**config.mk**
```make
export PLATFORM = sky130hd
export DESIGN_NAME = fft_burst_r2
export DESIGN_NICKNAME = d
export VERILOG_FILES = /design/src/rtl/fft_pkg.sv /design/src/rtl/fft_twiddle_rom.sv /design/src/rtl/fft_frame_mem.sv /design/src/rtl/fft_bfly.sv /design/src/rtl/fft_burst_r2.sv
export SDC_FILE = /design/constraint.sdc
export NUM_CORES = 2
export LEC_CHECK = 0
export ABC_AREA = 1
export BUFFER_PORTS_ARGS = -buffer_cell sky130_fd_sc_hd__clkbuf_2
export CAP_MARGIN = 5
export CELL_PAD_IN_SITES_DETAIL_PLACEMENT = 1
export CELL_PAD_IN_SITES_GLOBAL_PLACEMENT = 1
export CORE_MARGIN = 2
export CORE_UTILIZATION = 50
export DETAILED_ROUTE_END_ITERATION = 8
export GPL_TIMING_DRIVEN = 0
export PLACE_DENSITY_LB_ADDON = 0.05
export SKIP_CTS_REPAIR_TIMING = 1
export SYNTH_ARGS = -nofsm -noshare
export SYNTH_HDL_FRONTEND = slang
export SYNTH_HIERARCHICAL = 1
export SYNTH_SLANG_ARGS = --single-unit
```
**constraint.sdc**
```tcl
create_clock -name clk -period 10.08 [get_ports clk]
set_input_delay 1.008 -clock clk [delete_from_list [all_inputs] [get_ports clk]]
set_output_delay 1.008 -clock clk [all_outputs]
set_load 0.05 [all_outputs]
```
**src/rtl/fft_pkg.sv**
```systemverilog
package fft_pkg;
  typedef enum logic [1:0] {
    ST_FILL   = 2'd0,
    ST_CALC   = 2'd1,
    ST_FLUSH  = 2'd2,
    ST_DRAIN  = 2'd3
  } fft_phase_e;
endpackage

```
**src/rtl/fft_twiddle_rom.sv**
```systemverilog
module fft_twiddle_rom #(
  parameter int N     = 16,
  parameter int TW_W  = 16
) (
  input  logic                   clk,
  input  logic [$clog2(N)-2:0]   idx,
  output logic signed [TW_W-1:0] w_re,
  output logic signed [TW_W-1:0] w_im
);
  localparam int  HALF  = N / 2;
  localparam real SCALE = 2.0 ** (TW_W - 2);
  localparam real TWO_PI = 6.283185307179586;

  logic signed [TW_W-1:0] tab_re [HALF];
  logic signed [TW_W-1:0] tab_im [HALF];

  // W^k = exp(-j*2*pi*k/N), unity scaled by 2^(TW_W-2)
  for (genvar k = 0; k < HALF; k++) begin : g_tw
    localparam real ANG = TWO_PI * k / N;
    localparam real CR  = $cos(ANG) * SCALE;
    localparam real CI  = -$sin(ANG) * SCALE;
    localparam int  IR  = $rtoi((CR >= 0.0) ? CR + 0.5 : CR - 0.5);
    localparam int  II  = $rtoi((CI >= 0.0) ? CI + 0.5 : CI - 0.5);
    assign tab_re[k] = TW_W'(IR);
    assign tab_im[k] = TW_W'(II);
  end

  always_ff @(posedge clk) begin
    w_re <= tab_re[idx];
    w_im <= tab_im[idx];
  end
endmodule

```
**src/rtl/fft_frame_mem.sv**
```systemverilog
module fft_frame_mem #(
  parameter int AW = 4,
  parameter int WW = 32
) (
  input  logic          clk,
  input  logic          we_a,
  input  logic [AW-1:0] waddr_a,
  input  logic [WW-1:0] wdata_a,
  input  logic          we_b,
  input  logic [AW-1:0] waddr_b,
  input  logic [WW-1:0] wdata_b,
  input  logic [AW-1:0] raddr_a,
  input  logic [AW-1:0] raddr_b,
  output logic [WW-1:0] rdata_a,
  output logic [WW-1:0] rdata_b
);
  localparam int DEPTH = 2 ** AW;

  logic [WW-1:0] cells [DEPTH];

  always_ff @(posedge clk) begin
    if (we_a) cells[waddr_a] <= wdata_a;
    if (we_b) cells[waddr_b] <= wdata_b;
    rdata_a <= cells[raddr_a];
    rdata_b <= cells[raddr_b];
  end
endmodule

```
**src/rtl/fft_bfly.sv**
```systemverilog
module fft_bfly #(
  parameter int DW   = 16,
  parameter int TW_W = 16,
  parameter int AW   = 4
) (
  input  logic                  clk,
  input  logic                  rst,
  input  logic                  in_v,
  input  logic [AW-1:0]         in_addr_a,
  input  logic [AW-1:0]         in_addr_b,
  input  logic signed [DW-1:0]  a_re,
  input  logic signed [DW-1:0]  a_im,
  input  logic signed [DW-1:0]  b_re,
  input  logic signed [DW-1:0]  b_im,
  input  logic signed [TW_W-1:0] w_re,
  input  logic signed [TW_W-1:0] w_im,
  output logic                  wr_en,
  output logic [AW-1:0]         wr_addr_a,
  output logic [AW-1:0]         wr_addr_b,
  output logic signed [DW-1:0]  top_re,
  output logic signed [DW-1:0]  top_im,
  output logic signed [DW-1:0]  bot_re,
  output logic signed [DW-1:0]  bot_im
);
  localparam int FRAC = TW_W - 2;
  localparam int PW   = DW + TW_W + 1;
  localparam int QW   = DW + 2;
  localparam int SW   = DW + 3;
  localparam logic signed [SW-1:0] HI = signed'({{(SW-DW+1){1'b0}}, {(DW-1){1'b1}}});
  localparam logic signed [SW-1:0] LO = ~HI;

  logic signed [PW-1:0] m_rr, m_ii, m_ri, m_ir, p_re_full, p_im_full;
  logic signed [QW-1:0] p_re_q, p_im_q;
  logic signed [DW-1:0] a_re_q, a_im_q;
  logic signed [SW-1:0] s_re, s_im, d_re, d_im;

  // complex product b * W at full precision
  always_comb begin
    m_rr = PW'(b_re) * PW'(w_re);
    m_ii = PW'(b_im) * PW'(w_im);
    m_ri = PW'(b_re) * PW'(w_im);
    m_ir = PW'(b_im) * PW'(w_re);
    p_re_full = m_rr - m_ii;
    p_im_full = m_ri + m_ir;
  end

  always_ff @(posedge clk) begin
    if (rst) wr_en <= 1'b0;
    else     wr_en <= in_v;
    p_re_q    <= QW'(p_re_full >>> FRAC);
    p_im_q    <= QW'(p_im_full >>> FRAC);
    a_re_q    <= a_re;
    a_im_q    <= a_im;
    wr_addr_a <= in_addr_a;
    wr_addr_b <= in_addr_b;
  end

  function automatic logic signed [DW-1:0] clip(input logic signed [SW-1:0] v);
    if (v > HI)      clip = HI[DW-1:0];
    else if (v < LO) clip = LO[DW-1:0];
    else             clip = v[DW-1:0];
  endfunction

  // sum and difference, halved per stage
  always_comb begin
    s_re = (SW'(a_re_q) + SW'(p_re_q)) >>> 1;
    s_im = (SW'(a_im_q) + SW'(p_im_q)) >>> 1;
    d_re = (SW'(a_re_q) - SW'(p_re_q)) >>> 1;
    d_im = (SW'(a_im_q) - SW'(p_im_q)) >>> 1;
    top_re = clip(s_re);
    top_im = clip(s_im);
    bot_re = clip(d_re);
    bot_im = clip(d_im);
  end

  AST_BF_PAIR_DISTINCT: assert property (@(posedge clk) disable iff (rst)
    wr_en |-> (wr_addr_a != wr_addr_b));
endmodule

```
**src/rtl/fft_burst_r2.sv**
```systemverilog
module fft_burst_r2 #(
  parameter int N      = 16,
  parameter int DATA_W = 16,
  parameter int TW_W   = 16
) (
  input  logic              clk,
  input  logic              rst,
  input  logic              in_valid,
  input  logic [DATA_W-1:0] in_re,
  input  logic [DATA_W-1:0] in_im,
  output logic              in_ready,
  output logic              out_valid,
  output logic [DATA_W-1:0] out_re,
  output logic [DATA_W-1:0] out_im
);
  import fft_pkg::*;

  localparam int AW   = $clog2(N);
  localparam int STW  = (AW > 1) ? $clog2(AW) : 1;
  localparam int WW   = 2 * DATA_W;
  localparam logic [STW-1:0] LAST_STAGE = STW'(AW - 1);

  fft_phase_e       phase;
  logic [AW-1:0]    fill;
  logic [AW-1:0]    fill_rev;
  logic [AW-2:0]    bfi;
  logic [STW-1:0]   stage;
  logic [AW-1:0]    uaddr;
  logic [AW-1:0]    out_cnt;

  logic [AW-1:0]    bfi_x, low_mask, ia, ib, tw_full, tw_sh;
  logic [AW-2:0]    tw_idx;
  logic             v1;
  logic [AW-1:0]    ia_q, ib_q;

  logic             take;
  logic [WW-1:0]    rd_a, rd_b;
  logic signed [TW_W-1:0] w_re, w_im;
  logic             bf_we;
  logic [AW-1:0]    bf_wa, bf_wb;
  logic signed [DATA_W-1:0] t_re, t_im, u_re, u_im;

  assign in_ready = (phase == ST_FILL);
  assign take     = in_valid && in_ready;

  for (genvar i = 0; i < AW; i++) begin : g_rev
    assign fill_rev[i] = fill[AW-1-i];
  end

  // butterfly address generation for decimation-in-time stage 'stage'
  always_comb begin
    bfi_x    = AW'(bfi);
    low_mask = (AW'(1) << stage) - AW'(1);
    ia       = ((bfi_x & ~low_mask) << 1) | (bfi_x & low_mask);
    ib       = ia | (AW'(1) << stage);
    tw_sh    = AW'(AW - 1) - AW'(stage);
    tw_full  = (bfi_x & low_mask) << tw_sh;
    tw_idx   = tw_full[AW-2:0];
  end

  always_ff @(posedge clk) begin
    if (rst) begin
      phase <= ST_FILL;
      fill  <= '0;
      bfi   <= '0;
      stage <= '0;
      uaddr <= '0;
    end else begin
      unique case (phase)
        ST_FILL: if (take) begin
          fill <= fill + AW'(1);
          if (fill == '1) begin
            phase <= ST_CALC;
            bfi   <= '0;
            stage <= '0;
          end
        end
        ST_CALC: begin
          bfi <= bfi + 1'b1;
          if (bfi == '1) phase <= ST_FLUSH;
        end
        ST_FLUSH: if (!v1 && !bf_we) begin
          if (stage == LAST_STAGE) begin
            phase <= ST_DRAIN;
            uaddr <= '0;
          end else begin
            stage <= stage + 1'b1;
            bfi   <= '0;
            phase <= ST_CALC;
          end
        end
        ST_DRAIN: begin
          uaddr <= uaddr + AW'(1);
          if (uaddr == '1) begin
            phase <= ST_FILL;
            fill  <= '0;
          end
        end
        default: phase <= ST_FILL;
      endcase
    end
  end

  always_ff @(posedge clk) begin
    if (rst) begin
      v1        <= 1'b0;
      out_valid <= 1'b0;
      out_cnt   <= '0;
    end else begin
      v1        <= (phase == ST_CALC);
      out_valid <= (phase == ST_DRAIN);
      if (out_valid) out_cnt <= out_cnt + AW'(1);
    end
    ia_q <= ia;
    ib_q <= ib;
  end

  fft_frame_mem #(.AW(AW), .WW(WW)) u_mem (
    .clk     (clk),
    .we_a    (take || bf_we),
    .waddr_a (take ? fill_rev : bf_wa),
    .wdata_a (take ? {in_re, in_im} : {t_re, t_im}),
    .we_b    (bf_we),
    .waddr_b (bf_wb),
    .wdata_b ({u_re, u_im}),
    .raddr_a ((phase == ST_DRAIN) ? uaddr : ia),
    .raddr_b (ib),
    .rdata_a (rd_a),
    .rdata_b (rd_b)
  );

  fft_twiddle_rom #(.N(N), .TW_W(TW_W)) u_rom (
    .clk  (clk),
    .idx  (tw_idx),
    .w_re (w_re),
    .w_im (w_im)
  );

  fft_bfly #(.DW(DATA_W), .TW_W(TW_W), .AW(AW)) u_bfly (
    .clk       (clk),
    .rst       (rst),
    .in_v      (v1),
    .in_addr_a (ia_q),
    .in_addr_b (ib_q),
    .a_re      (rd_a[WW-1:DATA_W]),
    .a_im      (rd_a[DATA_W-1:0]),
    .b_re      (rd_b[WW-1:DATA_W]),
    .b_im      (rd_b[DATA_W-1:0]),
    .w_re      (w_re),
    .w_im      (w_im),
    .wr_en     (bf_we),
    .wr_addr_a (bf_wa),
    .wr_addr_b (bf_wb),
    .top_re    (t_re),
    .top_im    (t_im),
    .bot_re    (u_re),
    .bot_im    (u_im)
  );

  assign out_re = rd_a[WW-1:DATA_W];
  assign out_im = rd_a[DATA_W-1:0];

  AST_READY_DROPS: assert property (@(posedge clk) disable iff (rst)
    (take && fill == '1) |=> !in_ready);
  AST_BUSY_FILL_HOLD: assert property (@(posedge clk) disable iff (rst)
    (!in_ready && in_valid && phase != ST_DRAIN) |=> $stable(fill));
  AST_GAP_FILL_HOLD: assert property (@(posedge clk) disable iff (rst)
    (in_ready && !in_valid) |=> $stable(fill));
  AST_OUT_RUN: assert property (@(posedge clk) disable iff (rst)
    (out_valid && out_cnt != '1) |=> out_valid);
  AST_READY_RETURN: assert property (@(posedge clk) disable iff (rst)
    $rose(in_ready) |-> (out_valid && out_cnt == '1));
  AST_NO_HAZARD: assert property (@(posedge clk) disable iff (rst)
    (phase == ST_CALC && bf_we) |-> (ia != bf_wa && ia != bf_wb && ib != bf_wa && ib != bf_wb));
endmodule

```
==> metrics.md <==
| Metric | Value |
|---|---|
| Post-synth cell types | 61 |
| FP Rows | 150 |
| Chip width | 415 um |
| Port-buffer cells | 68 |
| Max-slew headroom | -2.07% |
| CTS max path bufs | 3 |
| Endpoints failing setup | 0 |
| Compound-Gate Fraction of Synth Area | 5.25% |
| Synthesis-stage register bit count | 696 |
| Adder-cell area share of the yosys netlist | 32.9% |
| Root Driver | clkbuf_16 |
| Critical path class | reg2reg |
| Syn Area/Cell | 7.65 um2 |
| Worst-path clk slew | 60 ps |
| Failing checks | capacitance limit, slew limit |
| Proportion of layout cells with a drive suffix above 1 | 6.75% |
| Total Power | 10.2 mW |
| Async set or reset register ratio after synthesis | 0% |
| Layout fillers | 21100 |
| Post-Synth Simple-Gate Area | 23.1% |
| Vias per cell | 6.03 |
| Setup Slack @ Placement | 872 ps |
| Num Clock Sinks | 696 |
| Max stage delay on crit path | 1080 ps |
| GRT overflow | 0 |
| Final hold slack | 328 ps |
| Final period util | 95.3% |
| Setup crit end kind | register |
| VDD IR max | 0.000162 V |
| Total Nets Final | 12800 |
| Wire length per cell | 31.0 um |
| First-pass GRT wire length | 598 mm |
| Worst-margin pin slew | 1530 ps |
| DIE HEIGHT | 415 um |
| Final worst path period need | 9600 ps |
| Max Cap Violations | 4 |
| Mapped Cells | 11100 |
| Fin area | 91200 um2 |
| Placed cell areas | 88400 um2 |
| Post-synthesis mux area share | 0% |
| Num CTS Buffers | 79 |
| Starting Density | 50.4% |
| Crit-path leading delay family | adder cells |
| Synth Area in XOR/XNOR | 1.09% |
| Slew Viols, Final | 32 |
| Post-synthesis net count | 12600 |
| ANT nets after route | 0 |
| Worst-path fanout max | 10 |
| Vias in the first global route | 87700 |
| Skew final | 43.8 ps |
| Lkg Pwr | 48.2 nW |
| Core Area | 168000 um2 |
| Final hold violations | 0 |
| Slowest cell on crit path | clkbuf_1 |
| HP Class | reg2reg |
| Synth Flop Type | edfxtp_1 |
| Synth-to-Final Area Change | 7.93% |
| TritonCTS clock tree | yes |
| Max H-tree Level | 3 |
| Worst-skew pair later-pin latency | 740 ps |
| Final HPWL DP | 329 mm |
| Critical Path Source Type | register |
| Seq/Total Area, Yosys | 22.5% |
| Status | complete, but fails checks |
| DRT Pass-1 Iters | 6 |
| Largest net degree at the start of global routing | 24 |
| GRT Overall Usage | 48.6% |
| WP buf/inv | 8 |
| Most Frequent Cell on Critical Path | fa_1 |
| Synthesis warning total | 6 |
| Setup TNS Final | 0 ps |
| Full die area | 172000 um2 |
| DRC | 0 |
| Power Dens Cells | 112 nW/um2 |
| Initial antenna violation count | 25 |
| Arr. time, crit path | 10220 ps |
| Io pins | 69 |
| CP required | 10700 ps |
| Unrepaired setup endpoints after global routing | no |
| Routed wire length | 420 mm |
| Post-synth EDFFs | 512 |
| Mapped Area | 84500 um2 |
| Largest family of logic cells by synthesized area | adder cells |
| PnR worst setup slack | 479 ps |
| GPL Wtd Cong | 1.04 |
| Initial DRC Count | 9460 |
| Fmax | 0.104 GHz |
| Via Count | 81500 |
## through the flow
step	instances	utilization (%)
3_3_place_gp	13300	52.3
2_1_floorplan	11100	-
5_1_grt	13500	54.4
4_1_cts	13500	54.3
3_5_place_dp	13400	52.7
6_report	13500	54.4
## worst register-to-register path: cells and delay by family (launching register included)
kind	cells	cell delay, ps
adders and majority gates	9	5050
buffers and inverters	8	1820
AOI/OAI and AO/OA	5	1230
DFF	1	810
and+or+nand+nor	3	580
## cell type report
class	instances	area (um2)	share of cell area, %
repair buffers	102	975	1.07
plain buffers	632	2940	3.22
well taps	2204	2760	3.02
inverters	2623	9870	10.8
multi-input cells	7106	52900	58.0
clock buffers	111	2340	2.56
diodes	21	52.6	0.0576
flip-flops and latches	696	19100	20.9
clock inverters	36	353	0.387
## metal layers
layer | track usage (%) | routed length, um | up-vias
li1 | - | - | 33300
met1 | 53.7 | 140000 | 40300
met2 | 74.9 | 184000 | 5707
met3 | 14.3 | 46700 | 2178
met4 | 46.0 | 49100 | 16
met5 | 0 | 102 | -
## layout by cell type, fill, tap and decap left out, drive strengths merged, types with 5 or more instances in the layout
master,instances
dfxtp,184
o31ai,5
o21a,5
clkbuf,500
o21bai,17
o211ai,10
diode,21
nand2,3298
o21ai,602
nand4,28
edfxtp,512
a31oi,8
inv,2626
nor2,238
a21oi,140
clkinv,26
ha,380
or2,27
nand3,1017
bufinv,5
a21o,13
buf,345
xor2,82
fa,1152
nor3,28
xnor2,23
a21boi,10
## sequential cells by signal, indices dropped and copies added (netlist names), 7 cells and up
name and cells:
u_bfly/p_re_q 18, u_mem/rdata_a 32, u_mem/cells 512, u_bfly/p_im_q 18
u_rom/w_re 11, u_bfly/a_re_q 16, u_mem/rdata_b 32, u_rom/w_im 7
u_bfly/a_im_q 16
## final timing paths
kind | startpoint | to | depth (start not counted) | slack, ps
worst max-delay path | u_rom/w_re[1] | u_bfly/p_im_q[17] | 25 | 480
worst min-delay path | ib_q[0] | u_bfly/wr_addr_b[0] | 0 | 330
worst max register to register | u_rom/w_re[1] | u_bfly/p_im_q[17] | 25 | 480
worst min register to register | ib_q[0] | u_bfly/wr_addr_b[0] | 0 | 330
## synthesized netlist by cell type (5+ instances only)
cell / number / share of area (%)
o211ai_1: 10 / 0.089
nor3_1: 21 / 0.12
o31ai_1: 5 / 0.044
nor3_2: 7 / 0.083
o21ai_0: 577 / 3.4
nand2_1: 3181 / 14
o21ai_1: 21 / 0.12
clkbuf_1: 321 / 1.4
nand3_1: 1013 / 6.0
nor2_1: 195 / 0.87
edfxtp_1: 512 / 18
a21o_1: 13 / 0.12
inv_2: 27 / 0.12
buf_1: 60 / 0.27
a31oi_1: 8 / 0.059
ha_1: 380 / 5.6
or2_2: 25 / 0.18
xor2_1: 82 / 0.85
nand2_2: 108 / 0.80
o21bai_1: 13 / 0.12
xnor2_1: 23 / 0.24
a21boi_0: 6 / 0.053
dfxtp_1: 184 / 4.4
buf_4: 27 / 0.24
nor2_4: 14 / 0.19
buf_2: 201 / 1.2
o21a_1: 5 / 0.044
a21oi_1: 127 / 0.75
a21oi_2: 10 / 0.10
fa_1: 1152 / 27
nand4_1: 26 / 0.19
inv_4: 5 / 0.037
buf_6: 18 / 0.24
nand2_4: 9 / 0.12
inv_1: 2590 / 11
nor2_2: 28 / 0.21
## cell families after synthesis
logic type               after synthesis
flip-flops                           696
buffers and inverters               3255
other                                  1
AND/OR/NAND/NOR                     4647
adder cells (fa/ha/maj)             1532
XOR/XNOR                             105
AO/OA/AOI/OAI                        821
## report_power, final
| part | switching [mW] | internal, mW | leakage (nW) |
|---|---|---|---|
| Combinational | 2.73 | 0.925 | 40.7 |
| Sequential | 0.0890 | 3.35 | 6.16 |
| Clock | 1.34 | 1.75 | 1.33 |
No activity file was read; power rests on OpenSTA's default activity.
